<file path="config.mk">
export PLATFORM = sky130hd
export DESIGN_NAME = mtr_lookup
export DESIGN_NICKNAME = d
export VERILOG_FILES = /design/src/rtl/mtr_pkg.sv /design/src/rtl/mtr_fixed_table.sv /design/src/rtl/mtr_var_range.sv /design/src/rtl/mtr_resolve.sv /design/src/rtl/mtr_lookup.sv
export SDC_FILE = /design/constraint.sdc
export NUM_CORES = 2
export LEC_CHECK = 0
export CAP_MARGIN = 20
export CELL_PAD_IN_SITES_DETAIL_PLACEMENT = 0
export CELL_PAD_IN_SITES_GLOBAL_PLACEMENT = 1
export CORE_ASPECT_RATIO = 1.25
export CORE_MARGIN = 4
export CORE_UTILIZATION = 29
export CTS_CLUSTER_DIAMETER = 100
export CTS_CLUSTER_SIZE = 10
export DETAILED_ROUTE_END_ITERATION = 8
export GPL_TIMING_DRIVEN = 0
export PLACE_DENSITY = 0.5
export SYNTH_ARGS = -nofsm -noshare
export SYNTH_HDL_FRONTEND = slang
export SYNTH_SLANG_ARGS = --single-unit
export TNS_END_PERCENT = 100
</file>
<file path="constraint.sdc">
create_clock -name clk -period 6.6 [get_ports clk]
set_input_delay 1.65 -clock clk [delete_from_list [all_inputs] [get_ports clk]]
set_output_delay 1.65 -clock clk [all_outputs]
set_load 0.02 [all_outputs]
</file>
<file path="src/rtl/mtr_pkg.sv">
package mtr_pkg;
  typedef logic [7:0] mtype_t;

  localparam mtype_t MT_UC = 8'h00;
  localparam mtype_t MT_WC = 8'h01;
  localparam mtype_t MT_WT = 8'h04;
  localparam mtype_t MT_WP = 8'h05;
  localparam mtype_t MT_WB = 8'h06;

  function automatic logic mt_legal(input mtype_t t);
    return (t == MT_UC) || (t == MT_WC) || (t == MT_WT) ||
           (t == MT_WP) || (t == MT_WB);
  endfunction
endpackage

</file>
<file path="src/rtl/mtr_fixed_table.sv">
module mtr_fixed_table
  import mtr_pkg::*;
#(
  parameter int NUM_FIX = 11
) (
  input  logic               clk,
  input  logic               rst_n,
  input  logic [NUM_FIX-1:0] we,
  input  logic [63:0]        wdata,
  input  logic [7:0]         lo_pfn,
  output mtype_t             ftype
);
  logic [63:0] fx_q [NUM_FIX];
  logic [63:0] fx_d [NUM_FIX];

  for (genvar g = 0; g < NUM_FIX; g++) begin : g_word
    always_comb begin
      fx_d[g] = fx_q[g];
      if (we[g]) fx_d[g] = wdata;
    end

    always_ff @(posedge clk or negedge rst_n) begin
      if (!rst_n) fx_q[g] <= '0;
      else if (we[g]) fx_q[g] <= fx_d[g];
    end
  end

  // address bits 19:12 select word and field
  logic [3:0] sel;
  logic [2:0] fld;
  always_comb begin
    if (!lo_pfn[7]) begin
      sel = 4'd0;
      fld = lo_pfn[6:4];
    end else if (!lo_pfn[6]) begin
      sel = 4'd1 + {3'b000, lo_pfn[5]};
      fld = lo_pfn[4:2];
    end else begin
      sel = 4'd3 + {1'b0, lo_pfn[5:3]};
      fld = lo_pfn[2:0];
    end
    ftype = fx_q[sel][{fld, 3'b000} +: 8];
  end
endmodule

</file>
<file path="src/rtl/mtr_var_range.sv">
module mtr_var_range
  import mtr_pkg::*;
#(
  parameter int PFN_W = 24
) (
  input  logic             clk,
  input  logic             rst_n,
  input  logic             we_base,
  input  logic             we_mask,
  input  logic [PFN_W-1:0] base_in,
  input  mtype_t           type_in,
  input  logic [PFN_W-1:0] mask_in,
  input  logic             valid_in,
  input  logic [PFN_W-1:0] pfn,
  output logic             hit,
  output mtype_t           rtype
);
  logic [PFN_W-1:0] base_q, base_d, mask_q, mask_d;
  mtype_t           type_q, type_d;
  logic             valid_q, valid_d;

  always_comb begin
    base_d  = base_q;
    type_d  = type_q;
    mask_d  = mask_q;
    valid_d = valid_q;
    if (we_base) begin
      base_d = base_in;
      type_d = type_in;
    end
    if (we_mask) begin
      mask_d  = mask_in;
      valid_d = valid_in;
    end
  end

  always_ff @(posedge clk or negedge rst_n) begin
    if (!rst_n) begin
      base_q  <= '0;
      type_q  <= MT_UC;
      mask_q  <= '0;
      valid_q <= 1'b0;
    end else begin
      if (we_base) begin
        base_q <= base_d;
        type_q <= type_d;
      end
      if (we_mask) begin
        mask_q  <= mask_d;
        valid_q <= valid_d;
      end
    end
  end

  assign hit   = valid_q && (((pfn ^ base_q) & mask_q) == '0);
  assign rtype = type_q;
endmodule

</file>
<file path="src/rtl/mtr_resolve.sv">
module mtr_resolve
  import mtr_pkg::*;
#(
  parameter int NUM_VAR = 4
) (
  input  logic [NUM_VAR-1:0]      hits,
  input  logic [NUM_VAR-1:0][7:0] types,
  input  mtype_t                  def_type,
  output logic                    any_hit,
  output mtype_t                  rtype
);
  logic   any_uc, mixed, non_wtwb, seen;
  mtype_t first;

  always_comb begin
    any_uc   = 1'b0;
    mixed    = 1'b0;
    non_wtwb = 1'b0;
    seen     = 1'b0;
    first    = MT_UC;
    for (int i = 0; i < NUM_VAR; i++) begin
      if (hits[i]) begin
        if (types[i] == MT_UC) any_uc = 1'b1;
        if (types[i] != MT_WT && types[i] != MT_WB) non_wtwb = 1'b1;
        if (!seen) begin
          first = types[i];
          seen  = 1'b1;
        end else if (types[i] != first) begin
          mixed = 1'b1;
        end
      end
    end
    any_hit = seen;
    if (!seen)           rtype = def_type;
    else if (any_uc)     rtype = MT_UC;
    else if (!mixed)     rtype = first;
    else if (!non_wtwb)  rtype = MT_WT;
    else                 rtype = MT_UC;
  end
endmodule

</file>
<file path="src/rtl/mtr_lookup.sv">
module mtr_lookup
  import mtr_pkg::*;
#(
  parameter int PA_W    = 36,
  parameter int NUM_VAR = 4,
  parameter int REG_AW  = 8
) (
  input  logic              clk,
  input  logic              rst_n,
  input  logic              wr_en,
  input  logic [REG_AW-1:0] wr_addr,
  input  logic [63:0]       wr_data,
  output logic              wr_err,
  input  logic              lk_req,
  input  logic [PA_W-13:0]  lk_pfn,
  output logic              res_valid,
  output logic [7:0]        res_type,
  output logic              res_hit,
  output logic [7:0]        var_count
);
  localparam int PFN_W    = PA_W - 12;
  localparam int NUM_FIX  = 11;
  localparam int FIX_LO   = 1;
  localparam int VAR_LO   = 16;
  localparam int VAR_HI   = VAR_LO + 2 * NUM_VAR;

  // write decode and legality
  logic is_def, is_fix, is_base, is_var, legal, accept, err_d;
  always_comb begin
    is_def  = (int'(wr_addr) == 0);
    is_fix  = (int'(wr_addr) >= FIX_LO) && (int'(wr_addr) < FIX_LO + NUM_FIX);
    is_var  = (int'(wr_addr) >= VAR_LO) && (int'(wr_addr) < VAR_HI);
    is_base = is_var && !wr_addr[0];
    legal   = 1'b1;
    if (is_fix) begin
      for (int f = 0; f < 8; f++)
        if (!mt_legal(wr_data[8*f +: 8])) legal = 1'b0;
    end else if (is_def || is_base) begin
      legal = mt_legal(wr_data[7:0]);
    end
    accept = wr_en && legal;
    err_d  = wr_en && (is_def || is_fix || is_base) && !legal;
  end

  // default type register
  mtype_t def_q, def_d;
  always_comb begin
    def_d = def_q;
    if (accept && is_def) def_d = wr_data[7:0];
  end

  // fixed table
  logic [NUM_FIX-1:0] fx_we;
  mtype_t             fx_type;
  for (genvar j = 0; j < NUM_FIX; j++) begin : g_fxwe
    assign fx_we[j] = accept && (int'(wr_addr) == FIX_LO + j);
  end

  mtr_fixed_table #(.NUM_FIX(NUM_FIX)) u_fixed (
    .clk   (clk),
    .rst_n (rst_n),
    .we    (fx_we),
    .wdata (wr_data),
    .lo_pfn(lk_pfn[7:0]),
    .ftype (fx_type)
  );

  // variable ranges
  logic [NUM_VAR-1:0]      v_hit;
  logic [NUM_VAR-1:0][7:0] v_type;
  for (genvar i = 0; i < NUM_VAR; i++) begin : g_var
    mtr_var_range #(.PFN_W(PFN_W)) u_rng (
      .clk     (clk),
      .rst_n   (rst_n),
      .we_base (accept && (int'(wr_addr) == VAR_LO + 2 * i)),
      .we_mask (accept && (int'(wr_addr) == VAR_LO + 2 * i + 1)),
      .base_in (wr_data[PA_W-1:12]),
      .type_in (wr_data[7:0]),
      .mask_in (wr_data[PA_W-1:12]),
      .valid_in(wr_data[11]),
      .pfn     (lk_pfn),
      .hit     (v_hit[i]),
      .rtype   (v_type[i])
    );
  end

  logic   v_any;
  mtype_t v_res;
  mtr_resolve #(.NUM_VAR(NUM_VAR)) u_res (
    .hits    (v_hit),
    .types   (v_type),
    .def_type(def_q),
    .any_hit (v_any),
    .rtype   (v_res)
  );

  // result selection
  logic   in_low, hit_d;
  mtype_t type_d;
  always_comb begin
    in_low = (lk_pfn[PFN_W-1:8] == '0);
    hit_d  = in_low ? 1'b1 : v_any;
    type_d = in_low ? fx_type : v_res;
  end

  always_ff @(posedge clk or negedge rst_n) begin
    if (!rst_n) begin
      def_q     <= MT_UC;
      wr_err    <= 1'b0;
      res_valid <= 1'b0;
      res_type  <= MT_UC;
      res_hit   <= 1'b0;
    end else begin
      wr_err    <= err_d;
      res_valid <= lk_req;
      if (accept && is_def) def_q <= def_d;
      if (lk_req) begin
        res_type <= type_d;
        res_hit  <= hit_d;
      end
    end
  end

  assign var_count = 8'(NUM_VAR);
endmodule

</file>
==> Flow_metrics.wiki <==
{| class="wikitable"
! Metric !! Value
|-
| Kind of start point of the critical path || input port
|-
| R2R Path Start || g_var[1].u_rng.base_q[10]
|-
| Max VDD drop || 0.194 mV
|-
| Setup slack at placement || -2.23 ns
|-
| Type of the worst setup path || input port to register
|-
| Most frequent cell after synthesis || sky130_fd_sc_hd__dfrtp_1
|-
| Register area share after synthesis || 55.3%
|-
| Hold path startpoint || def_q[3]
|-
| Antenna-violating nets left || 0
|-
| Final critical-path share of the clock period || 98.4%
|-
| Required time reported for the critical path endpoint || slightly above 7 ns
|-
| Initial drt markers || 1,974
|-
| Max transition margin || 18.7%
|-
| Leading post-synthesis cells by instance count || sky130_fd_sc_hd__dfrtp_1, sky130_fd_sc_hd__nand2_1, sky130_fd_sc_hd__mux2_2
|-
| Number of port buffers || 81
|-
| Achievable frequency || 0.154 GHz
|-
| Routed wire per std cell || about 27 um
|-
| H-tree levels || 3
|-
| Layout Cells excl Fill || 6,127
|-
| Share of the synthesized area in the top cell type || 55.3%
|-
| Clock tree root buffer cell || sky130_fd_sc_hd__clkbuf_16
|-
| Total power after layout || 0.0127 W
|-
| Number of synthesized flops with an enable pin || 0
|-
| Clock transition at path regs || 0.06 ns
|-
| Summed instance area of the synthesized netlist || 43,100 sq um
|-
| Slew at the pin closest to its max-slew limit || 1.21 ns
|-
| Peak fanout along the critical path || 10
|-
| Worst EP arrival || approximately 7 ns
|-
| Dpl hpwl || 119 mm
|-
| Largest clock skew in the final design || 0.0439 ns
|-
| Cells after DPL || 6,014
|-
| Min Tclk post-route || 6.49 ns
|-
| Number of antenna violations at the first check in global routing || 11
|-
| Post-synth cell types || 69
|-
| Number of synthesized register bits || 951
|-
| Final nets || 4,311
|-
| Final setup vio count || 0
|-
| First-pass detailed-route iteration total || 6
|-
| Final estimated routing congestion in global placement || 0.874
|-
| Reg-to-Reg End || res_type[7]
|-
| Result of the run || complete, no violations
|-
| Total track usage || a little over a fifth
|-
| Number of DRC violations after detailed routing || 0
|-
| Hold crit path type || register to register
|-
| Average size of a mapped cell || roughly 11 sq um
|-
| Cell accounting for the most synthesized area || sky130_fd_sc_hd__dfrtp_1
|-
| Vias in the first global route || 32,197
|-
| Synthesis warning total || 0
|-
| Kind of capture point of the worst setup path || register
|-
| Wire length of the first global-routing pass || between 200 and 250 mm
|-
| Core Footprint || between 100,000 and 150,000 sq um
|-
| Final Worst Setup Slack || 0.107 ns
|-
| Clock tree from TritonCTS || built
|-
| Layout cells sized above 1 || 17.0%
|-
| Max-slew violation count || 0
|-
| Die area || 155,000 sq um
|-
| Top area cells in the synthesized netlist || sky130_fd_sc_hd__dfrtp_1, sky130_fd_sc_hd__mux2_2, sky130_fd_sc_hd__nor2b_1
|-
| Die boundary height || roughly 440 um
|-
| Initial standard-cell utilization of the core || 29.3%
|-
| Clock buffers created by TritonCTS || 105
|-
| Detailed-route via count || 30,875
|-
| Count of mapped cells out of synthesis || 3,997
|-
| Via density per instance || between 5 and 6
|-
| Worst-Skew Late Latency || 0.74 ns
|-
| Number of hold-slack violations in the final timing report || 0
|-
| Internal reg-to-reg setup slack || 2.19 ns
|-
| Static leakage power || between 20 and 25 nW
|-
| Layout Area Growth over Synthesis || 15.2%
|-
| Hold Crit Depth || 1
|-
| Maximum Capacitance Violations || 0
|-
| Aggregate routed wire length || around 170 mm
|-
| Worst-case clock buffer depth || 3
|-
| Count of clock tree sinks || 951
|-
| Number of standard-cell rows in the floorplan || about 160
|-
| Die X-Extent || 353 um
|-
| FF-to-FF path depth || 13
|-
| Io pins || about 120
|-
| Main synth FF type || sky130_fd_sc_hd__dfrtp_1
|-
| Worst min-delay path endpoint || def_q[3]
|-
| Maximum number of pins on one net before global-route repair || 142
|-
| Share of synthesized registers carrying an async set or reset || 100%
|-
| Worst hold slack across all endpoints || 0.481 ns
|-
| Power Density || between 200 and 300 nW/um^2
|-
| Total congestion overflow after global routing || 0
|}
report_power, final:
part,total [W],leakage [nW],switching [W],internal [W]
combinational,0.00136,8.74,0.000960,0.000400
sequential,0.00606,13.2,0.0000868,0.00597
clock,0.00524,1.35,0.00243,0.00281
kinds of logic after synthesis:
group / count (synthesis) / share of synthesized area (%)
and+or+nand+nor: 1791 / 20.6
DFF: 951 / 55.3
muxes: 493 / 13.2
buffers and inverters: 338 / 3.34
AOI/OAI and AO/OA: 312 / 5.34
xor gates and xnor gates: 109 / 2.22
other: 2 / 0.0174
adders and majority gates: 1 / 0.0290
repair_timing:
action | in CTS | in global routing
gates resized for setup | 27 | 13
hold buffers | 0 | 0
setup buffers | 0 | 0
endpoints found under the setup margin | 8 | 7
how the worst max path moves through the flow:
stage | startpoint | end | slack, ns | cells past startpoint
3_5_place_dp | lk_pfn[4] | res_type[3] | -2.23 | 16
4_1_cts | lk_pfn[6] | res_type[3] | 0.02 | 16
3_3_place_gp | rst_n | u_fixed.fx_q[459] | -43.13 | 1
2_1_floorplan | lk_pfn[3] | res_type[4] | 1.79 | 19
6_report | lk_pfn[6] | res_type[1] | 0.11 | 16
5_1_grt | lk_pfn[6] | res_type[3] | -0.04 | 17
sequential cells by signal, summed over array words and instances, names as in the netlist:
| signal | flops |
|---|---|
| g_var.u_rng.rtype | 32 |
| res_valid | 1 |
| def_q | 8 |
| res_type | 8 |
| g_var.u_rng.mask_q | 96 |
| wr_err | 1 |
| g_var.u_rng.valid_q | 4 |
| res_hit | 1 |
| g_var.u_rng.base_q | 96 |
| u_fixed.fx_q | 704 |
placed cells by master (no fill, tap or decap), types with 29 or more instances in the layout:
master / n
sky130_fd_sc_hd__a22oi_1: 56
sky130_fd_sc_hd__a311o_1: 29
sky130_fd_sc_hd__a311oi_1: 47
sky130_fd_sc_hd__and3_1: 44
sky130_fd_sc_hd__buf_1: 36
sky130_fd_sc_hd__clkbuf_1: 200
sky130_fd_sc_hd__clkbuf_16: 105
sky130_fd_sc_hd__clkdlybuf4s50_1: 80
sky130_fd_sc_hd__dfrtp_1: 951
sky130_fd_sc_hd__mux2_2: 453
sky130_fd_sc_hd__nand2_1: 719
sky130_fd_sc_hd__nand3_1: 374
sky130_fd_sc_hd__nand4_1: 46
sky130_fd_sc_hd__nor2_1: 43
sky130_fd_sc_hd__nor2b_1: 444
sky130_fd_sc_hd__nor4_1: 32
sky130_fd_sc_hd__o21ai_0: 63
sky130_fd_sc_hd__xor2_1: 102
critical path, cell delays in order:
cell and delay [ns]:
sky130_fd_sc_hd__clkdlybuf4s50_1 0.62, sky130_fd_sc_hd__buf_2 0.32, sky130_fd_sc_hd__nor2b_1 0.12, sky130_fd_sc_hd__and3b_1 0.23, sky130_fd_sc_hd__clkbuf_1 0.39, sky130_fd_sc_hd__clkbuf_2 0.51
sky130_fd_sc_hd__clkdlybuf4s15_2 0.58, sky130_fd_sc_hd__clkbuf_1 0.64, sky130_fd_sc_hd__nand3_1 0.20, sky130_fd_sc_hd__nand3_1 0.15, sky130_fd_sc_hd__nand3_1 0.28, sky130_fd_sc_hd__nand3_1 0.21
sky130_fd_sc_hd__nand3_1 0.09, sky130_fd_sc_hd__a31oi_1 0.62, sky130_fd_sc_hd__o221ai_1 0.24, sky130_fd_sc_hd__o22a_1 0.21
per-layer routing:
layer  vias to the layer above  GRT usage (%)  part of all wire [%]
li1                      14086              -                     -
met1                     15925           27.7                    44
met2                       666           36.7                    49
met3                       198           2.43                   3.4
met4                         0           7.91                   3.6
met5                         -              0                     0
layout make-up:
cell class                      instances  area, sq um
Inverter                               23         86.3
Timing Repair Buffer                  103         1220
Tap cell                             1908         2390
Clock inverter                          7          140
Buffer                                312         1400
Antenna cell                            3         7.51
Clock buffer                          106         2630
Multi-Input combinational cell       2714        18000
Sequential cell                       951        23800
Fill cell                           14992        97500
metrics by stage:
| stage | util, % | cell area [sq um] | TNS (ns) |
|---|---|---|---|
| 4_1_cts | 33.7 | 49600 | 0 |
| 3_5_place_dp | 31.8 | 46700 | -186.68 |
| 5_1_grt | 33.7 | 49600 | -0.0387 |
| 3_3_place_gp | 31.5 | 46300 | - |
| 2_1_floorplan | - | 43100 | 0 |
| 6_report | 33.7 | 49600 | 0 |
Power figures use the tool's default switching activity.
